[src/rtl/reorder_buf_pkg.sv]
package reorder_buf_pkg;
  parameter int ROB_ENTRIES = 16;
  parameter int REG_COUNT   = 32;
  parameter int DATA_W      = 32;
  parameter int SRC_PORTS   = 2;

  localparam int TAG_W = $clog2(ROB_ENTRIES);
  localparam int REG_W = $clog2(REG_COUNT);
  localparam int CNT_W = TAG_W + 1;

  typedef logic [TAG_W-1:0]  tag_t;
  typedef logic [REG_W-1:0]  regIdx_t;
  typedef logic [DATA_W-1:0] data_t;

  // Kind codes seen at the issue port
  typedef enum logic [1:0] {
    OP_REGWR  = 2'd0,
    OP_STORE  = 2'd1,
    OP_BRANCH = 2'd2,
    OP_NONE   = 2'd3
  } opKind_e;

  // Strobes from control to datapath
  typedef struct packed {
    logic alloc;
    logic retire;
    logic flush;
    tag_t headIdx;
    tag_t tailIdx;
  } robStrobe_t;

  typedef struct packed {
    logic    busy;
    logic    done;
    opKind_e kind;
    regIdx_t dest;
    logic    taken;
    data_t   result;
    data_t   addr;
  } robEntry_t;
endpackage

[src/rtl/reorder_buf_ctrl.sv]
module reorder_buf_ctrl
  import reorder_buf_pkg::*;
(
  input  logic       clk,
  input  logic       rstN,
  input  logic       issueValid,
  input  logic       issueRsFree,
  input  logic       headBusy,
  input  logic       headDone,
  input  opKind_e    headKind,
  input  logic       headTaken,
  output robStrobe_t strobe,
  output logic       issueAccept
);
  logic [CNT_W-1:0] occupancy;
  tag_t headPtr;
  tag_t tailPtr;
  logic headReady, flushNow, retireNow, allocNow, robFull;

  function automatic tag_t bump(input tag_t p);
    if (p == tag_t'(ROB_ENTRIES - 1)) return '0;
    return p + tag_t'(1);
  endfunction

  always_comb begin
    headReady = headBusy & headDone;
    flushNow  = headReady & (headKind == OP_BRANCH) & headTaken;
    retireNow = headReady & ~flushNow;
    robFull   = (occupancy == CNT_W'(ROB_ENTRIES));
    allocNow  = issueValid & issueRsFree & ~robFull & ~flushNow;
  end

  always_ff @(posedge clk or negedge rstN) begin
    if (!rstN) begin
      occupancy <= '0;
      headPtr   <= '0;
      tailPtr   <= '0;
    end else if (flushNow) begin
      occupancy <= '0;
      headPtr   <= '0;
      tailPtr   <= '0;
    end else begin
      if (retireNow) headPtr <= bump(headPtr);
      if (allocNow)  tailPtr <= bump(tailPtr);
      case ({allocNow, retireNow})
        2'b10:   occupancy <= occupancy + CNT_W'(1);
        2'b01:   occupancy <= occupancy - CNT_W'(1);
        default: occupancy <= occupancy;
      endcase
    end
  end

  assign strobe.alloc   = allocNow;
  assign strobe.retire  = retireNow;
  assign strobe.flush   = flushNow;
  assign strobe.headIdx = headPtr;
  assign strobe.tailIdx = tailPtr;
  assign issueAccept    = allocNow;
endmodule

[src/rtl/reorder_buf_data.sv]
module reorder_buf_data
  import reorder_buf_pkg::*;
(
  input  logic                              clk,
  input  logic                              rstN,
  input  robStrobe_t                        strobe,
  input  opKind_e                           issueKind,
  input  regIdx_t                           issueDest,
  input  logic                              cdbValid,
  input  tag_t                              cdbTag,
  input  data_t                             cdbResult,
  input  data_t                             cdbAddr,
  input  logic                              cdbTaken,
  input  logic [SRC_PORTS-1:0][REG_W-1:0]   srcReg,
  output logic [SRC_PORTS-1:0]              srcReady,
  output logic [SRC_PORTS-1:0][TAG_W-1:0]   srcTag,
  output logic                              headBusy,
  output logic                              headDone,
  output opKind_e                           headKind,
  output logic                              headTaken,
  output logic                              regWrEn,
  output regIdx_t                           regWrAddr,
  output data_t                             regWrData,
  output logic                              memWrEn,
  output data_t                             memWrAddr,
  output data_t                             memWrData,
  output data_t                             redirectPc
);
  robEntry_t slots [ROB_ENTRIES];
  logic [REG_COUNT-1:0] regPending;
  tag_t regOwner [REG_COUNT];
  robEntry_t headEntry;

  assign headEntry = slots[strobe.headIdx];

  // Slot array
  always_ff @(posedge clk or negedge rstN) begin
    if (!rstN) begin
      for (int i = 0; i < ROB_ENTRIES; i++) slots[i] <= '0;
    end else if (strobe.flush) begin
      for (int i = 0; i < ROB_ENTRIES; i++) begin
        slots[i].busy <= 1'b0;
        slots[i].done <= 1'b0;
      end
    end else begin
      if (strobe.retire) begin
        slots[strobe.headIdx].busy <= 1'b0;
        slots[strobe.headIdx].done <= 1'b0;
      end
      if (strobe.alloc) begin
        slots[strobe.tailIdx].busy  <= 1'b1;
        slots[strobe.tailIdx].done  <= 1'b0;
        slots[strobe.tailIdx].kind  <= issueKind;
        slots[strobe.tailIdx].dest  <= issueDest;
        slots[strobe.tailIdx].taken <= 1'b0;
      end
      // A result is only taken by an occupied slot still waiting for it
      if (cdbValid && slots[cdbTag].busy && !slots[cdbTag].done) begin
        slots[cdbTag].done   <= 1'b1;
        slots[cdbTag].result <= cdbResult;
        slots[cdbTag].addr   <= cdbAddr;
        slots[cdbTag].taken  <= cdbTaken;
      end
    end
  end

  // Register result status
  always_ff @(posedge clk or negedge rstN) begin
    if (!rstN) begin
      regPending <= '0;
      for (int r = 0; r < REG_COUNT; r++) regOwner[r] <= '0;
    end else if (strobe.flush) begin
      regPending <= '0;
    end else begin
      if (strobe.retire && headEntry.kind == OP_REGWR &&
          regPending[headEntry.dest] && regOwner[headEntry.dest] == strobe.headIdx)
        regPending[headEntry.dest] <= 1'b0;
      // A new writer issued in the same cycle overrides the release above
      if (strobe.alloc && issueKind == OP_REGWR) begin
        regPending[issueDest] <= 1'b1;
        regOwner[issueDest]   <= strobe.tailIdx;
      end
    end
  end

  for (genvar p = 0; p < SRC_PORTS; p++) begin : gLookup
    assign srcReady[p] = ~regPending[srcReg[p]];
    assign srcTag[p]   = regOwner[srcReg[p]];
  end

  assign headBusy   = headEntry.busy;
  assign headDone   = headEntry.done;
  assign headKind   = headEntry.kind;
  assign headTaken  = headEntry.taken;
  assign regWrEn    = strobe.retire & (headEntry.kind == OP_REGWR);
  assign regWrAddr  = headEntry.dest;
  assign regWrData  = headEntry.result;
  assign memWrEn    = strobe.retire & (headEntry.kind == OP_STORE);
  assign memWrAddr  = headEntry.addr;
  assign memWrData  = headEntry.result;
  assign redirectPc = headEntry.result;
endmodule

[src/rtl/reorder_buf.sv]
module reorder_buf
  import reorder_buf_pkg::*;
(
  input  logic              clk,
  input  logic              rstN,
  input  logic              issueValid,
  input  logic              issueRsFree,
  input  logic [1:0]        issueKind,
  input  logic [REG_W-1:0]  issueDest,
  output logic              issueAccept,
  output logic [TAG_W-1:0]  issueTag,
  input  logic [REG_W-1:0]  srcRegA,
  input  logic [REG_W-1:0]  srcRegB,
  output logic              srcReadyA,
  output logic              srcReadyB,
  output logic [TAG_W-1:0]  srcTagA,
  output logic [TAG_W-1:0]  srcTagB,
  input  logic              cdbValid,
  input  logic [TAG_W-1:0]  cdbTag,
  input  logic [DATA_W-1:0] cdbResult,
  input  logic [DATA_W-1:0] cdbAddr,
  input  logic              cdbTaken,
  output logic              regWrEn,
  output logic [REG_W-1:0]  regWrAddr,
  output logic [DATA_W-1:0] regWrData,
  output logic              memWrEn,
  output logic [DATA_W-1:0] memWrAddr,
  output logic [DATA_W-1:0] memWrData,
  output logic              flush,
  output logic [DATA_W-1:0] redirectPc
);
  robStrobe_t strobe;
  logic headBusy, headDone, headTaken;
  opKind_e headKind;
  logic [SRC_PORTS-1:0][REG_W-1:0] srcRegVec;
  logic [SRC_PORTS-1:0]            srcReadyVec;
  logic [SRC_PORTS-1:0][TAG_W-1:0] srcTagVec;

  assign srcRegVec = {srcRegB, srcRegA};
  assign srcReadyA = srcReadyVec[0];
  assign srcReadyB = srcReadyVec[1];
  assign srcTagA   = srcTagVec[0];
  assign srcTagB   = srcTagVec[1];
  assign flush     = strobe.flush;
  assign issueTag  = strobe.tailIdx;

  reorder_buf_ctrl uCtrl (
    .clk(clk), .rstN(rstN),
    .issueValid(issueValid), .issueRsFree(issueRsFree),
    .headBusy(headBusy), .headDone(headDone),
    .headKind(headKind), .headTaken(headTaken),
    .strobe(strobe), .issueAccept(issueAccept)
  );

  reorder_buf_data uData (
    .clk(clk), .rstN(rstN), .strobe(strobe),
    .issueKind(opKind_e'(issueKind)), .issueDest(issueDest),
    .cdbValid(cdbValid), .cdbTag(cdbTag), .cdbResult(cdbResult),
    .cdbAddr(cdbAddr), .cdbTaken(cdbTaken),
    .srcReg(srcRegVec), .srcReady(srcReadyVec), .srcTag(srcTagVec),
    .headBusy(headBusy), .headDone(headDone),
    .headKind(headKind), .headTaken(headTaken),
    .regWrEn(regWrEn), .regWrAddr(regWrAddr), .regWrData(regWrData),
    .memWrEn(memWrEn), .memWrAddr(memWrAddr), .memWrData(memWrData),
    .redirectPc(redirectPc)
  );
endmodule

[config.mk]
export PLATFORM = sky130hd
export DESIGN_NAME = reorder_buf
export DESIGN_NICKNAME = d
export VERILOG_FILES = /design/src/rtl/reorder_buf_pkg.sv /design/src/rtl/reorder_buf_ctrl.sv /design/src/rtl/reorder_buf_data.sv /design/src/rtl/reorder_buf.sv
export SDC_FILE = /design/constraint.sdc
export NUM_CORES = 2
export LEC_CHECK = 0
export ABC_AREA = 1
export BUFFER_PORTS_ARGS = -buffer_cell sky130_fd_sc_hd__buf_4
export CAP_MARGIN = 5
export CORE_UTILIZATION = 60
export CTS_BUF_LIST = sky130_fd_sc_hd__clkbuf_2
export DETAILED_ROUTE_END_ITERATION = 6
export PLACE_DENSITY = 0.83
export SLEW_MARGIN = 40
export SYNTH_ARGS = -nofsm -noshare
export SYNTH_HDL_FRONTEND = slang
export SYNTH_SLANG_ARGS = --single-unit
[constraint.sdc]
create_clock -name clk -period 6.5 [get_ports clk]
set_input_delay 0.65 -clock clk [delete_from_list [all_inputs] [get_ports clk]]
set_output_delay 0.65 -clock clk [all_outputs]
set_load 0.02 [all_outputs]
==> results.sh <==
export IMPL_drv_cap=0
export IMPL_place_gp_congestion=1.00
export IMPL_firstDrtPassIters=7
export IMPL_reg2regPathDepth=22
export IMPL_post_route_min_period_ns=6.24
export IMPL_synth_area_per_cell_um2=7.87
export IMPL_finalSetupViolCount=0
export IMPL_cp_cell_sequence="buf_6 > buf_12 > buf_16 > buf_6 > o21ai_0 > o22ai_1 > nand2_1 > nand4_1 > buf_4"
export IMPL_relSlewSlack_pct=26.9
export IMPL_crit_path_max_fanout=147
export IMPL_status="finished with violations"
export IMPL_rrSetupSlack_ns=1.39
export IMPL_drt_iter0_drc=8537
export IMPL_synth_seq_cells=1357
export IMPL_ys_async_sr_fraction_pct=100
export IMPL_dp_cells=9187
export IMPL_grt_pass1_vias=57800
export IMPL_cts_num_sinks=1357
export IMPL_clock_path_buffers=4
export IMPL_cp_top_family="buffers and inverters"
export IMPL_crit_arrival_ns=5.59
export IMPL_crit_type="register to output port"
export IMPL_final_max_slew_viol_count=0
export IMPL_hold_path_class="primary input to register"
export IMPL_hold_depth=4
export IMPL_start_util_pct=60.9
export IMPL_finalNonFillerCells=9901
export IMPL_cp_end_kind="output port"
export IMPL_antenna_found_initial=8
export IMPL_grt_pass1_wl_um=327000
export IMPL_fp_row_count=119
export IMPL_ys_types=40
export IMPL_start_kind="register"
export IMPL_die_h_um=330
export IMPL_synthesis_nets=8303
export IMPL_track_usage_pct=38.5
export IMPL_clock_tree_root_cell="clkbuf_2"
export IMPL_timing_critical_path_mode_cell="buf_6"
export IMPL_drive_above_1_share_pct=10.6
export IMPL_synth_edff_count=0
export IMPL_cp_required_ns=5.85
export IMPL_htreeDepth=5
export IMPL_finalHoldViolCount=0
export IMPL_ys_warn_count=0
export IMPL_hold_end="uData.slots[242]"
export IMPL_syn_cell_area_um2=64600
export IMPL_cts_inserted_buffers=355
export IMPL_hp_start="cdbAddr[20]"
export IMPL_cts_setup_buffers=0
export IMPL_layout_common_cells="2086 x nand2_1, 2036 x o21ai_0, 1355 x dfrtp_1"
export IMPL_cts_tree="done"
export IMPL_wl_per_cell_um=21.3
export IMPL_finalClockSkew_ns=0.123
export IMPL_netlist_instances=8199
export IMPL_die_w_um=330
export IMPL_p_per_area_nw_per_um2=503
export IMPL_totalWireLength_um=211000
export IMPL_insertion_delay_ns=1.68
export IMPL_ir_worst_vdd_mv=0.481
export IMPL_crit_buf_inv=5
export IMPL_cts_resized=0
export IMPL_cts_hold_buf=109
export IMPL_yosys_most_used_dff="dfrtp_1"
export IMPL_layout_commonest_cell="nand2_1"
export IMPL_grt_overflow=0
export IMPL_critical_path_max_stage_delay_ns=0.66
export IMPL_numPortBuffers=241
export IMPL_io_pins=242
export IMPL_critPathSlowestCell="buf_6"
export IMPL_hpwl_um=121000
export IMPL_ys_seq_area_share_pct=52.6
export IMPL_ant_nets=0
export IMPL_fmax_mhz=160
export IMPL_vias=62100
export IMPL_finalSetupTns_ns=0
export IMPL_p_leak_nw=33.3
export IMPL_r2r_start="uCtrl.headPtr[3]"
export IMPL_r2r_end="uData.regPending[4]"
export IMPL_coreArea_um2=106000
export IMPL_fin_nets=8370
export IMPL_violations="design-rule violations"
export IMPL_max_slew_worst_pin_slew_ns=1.10
export IMPL_grt_max_degree=212
export IMPL_die_area_um2=109000
export IMPL_post_route_period_util_pct=96.0
export IMPL_clk_pin_slew_ns=0.11
export IMPL_drc_errors=9
export IMPL_area_growth_pct=9.00
export IMPL_vias_per_cell=6.28
export IMPL_rsz0062_at_grt="false"
Yosys cell counts, types with 2 or more instances:
library cell,count,area (um^2)
a21oi_1,176,881
a22oi_1,18,135
xor2_1,2,17.5
o22ai_1,272,1700
nor3_1,29,145
inv_2,16,60.1
buf_1,29,109
ha_1,12,150
o31ai_1,2,15.0
buf_4,85,638
o211ai_1,38,285
a32oi_1,7,61.3
a31oi_1,17,106
nand3_1,130,651
nor2_1,832,3120
buf_2,106,531
nand4_1,96,601
a211oi_1,10,75.1
o21ai_0,2036,10200
nand2_1,2101,7890
clkinv_1,3,11.3
o21ai_1,14,70.1
nor2_4,3,33.8
nor3b_1,2,15.0
clkbuf_1,507,1900
inv_1,283,1060
dfrtp_1,1357,34000
nor2_2,4,25.0
through the flow:
stage	instance area, um^2	power [mW]	utilization, %	hold slack (ns)	worst slack, ns
after floorplan	64600	23.9	-	0.354	3.09
after global placement	65800	28.5	62.1	0.460	1.52
after detailed placement	66100	29.0	62.3	0.467	1.58
after CTS	70200	34.8	66.2	0.00200	0.219
after global routing	70400	37.6	66.4	0.0263	0.0895
final	70400	35.4	66.4	0.0605	0.263
worst max path at each step:
stage | startpoint | end | slack [ns] | cells past startpoint
2_1_floorplan | uCtrl.headPtr[0] | redirectPc[11] | 3.09 | 13
5_1_grt | uCtrl.headPtr[0] | regWrData[9] | 0.09 | 9
4_1_cts | uCtrl.headPtr[0] | regWrData[19] | 0.22 | 10
3_3_place_gp | uCtrl.headPtr[0] | uData.regPending[4] | 1.52 | 21
6_report | uCtrl.headPtr[0] | redirectPc[9] | 0.26 | 9
3_5_place_dp | uCtrl.headPtr[0] | uData.regPending[4] | 1.58 | 21
per-layer routing:
| layer | global-route usage [%] | vias to the layer above | wire, um |
|---|---|---|---|
| li1 | - | 27500 | - |
| met1 | 53.1 | 29700 | 82800 |
| met2 | 57.0 | 4237 | 92200 |
| met3 | 9.64 | 691 | 26300 |
| met4 | 19.0 | 4 | 10000 |
| met5 | 0 | - | 22 |
sequential cells by signal (all words and copies together) (netlist names):
register	flops
uCtrl.tailPtr	4
uData.regOwner	128
uData.regPending	32
uCtrl.headPtr	4
uCtrl.occupancy	5
uData.slots	1184
final cells by class:
cell class	count	area, um^2
repair buffers	437	3960
well taps	1391	1740
fillers	8782	35600
diodes	15	37.5
flip-flops and latches	1357	34000
clock inverters	86	498
inverters	302	1160
clock buffers	500	2500
multi-input cells	5813	26500
report_power, final:
| group | leakage (nW) | switching (mW) | internal [mW] | total, mW |
|---|---|---|---|---|
| Combinational | 13.2 | 11.2 | 5.24 | 16.4 |
| Clock | 2.31 | 3.51 | 2.28 | 5.78 |
| Sequential | 17.8 | 1.76 | 11.4 | 13.2 |
| Total | 33.3 | 16.5 | 18.9 | 35.4 |
worst register-to-register path: stages, from the launching register on:
cell     delay [ns]
dfrtp_1        0.61
inv_2          0.17
nor2_4         0.60
nand2_1        0.14
nand2_1        0.26
inv_2          0.05
nand2_1        0.06
buf_4          0.45
nand2_1        0.66
nor2_1         0.26
nor2_1         0.06
nand2_1        0.10
nand2_1        0.06
nand2_1        0.12
nor2_1         0.07
nand2_1        0.06
nand2_1        0.04
nand2_1        0.07
nand2_1        0.08
nor2_4         0.60
nand3_1        0.28
nand2_1        0.14
nand2_1        0.05
cells by family after synthesis:
| family | after synthesis | synth area share, % |
|---|---|---|
| AOI/OAI and AO/OA | 2597 | 21.0 |
| adders and majority gates | 13 | 0.264 |
| DFF | 1357 | 52.6 |
| xor gates and xnor gates | 3 | 0.0407 |
| and+or+nand+nor | 3200 | 19.4 |
| buffers and inverters | 1029 | 6.68 |
Power figures use the tool's default switching activity.
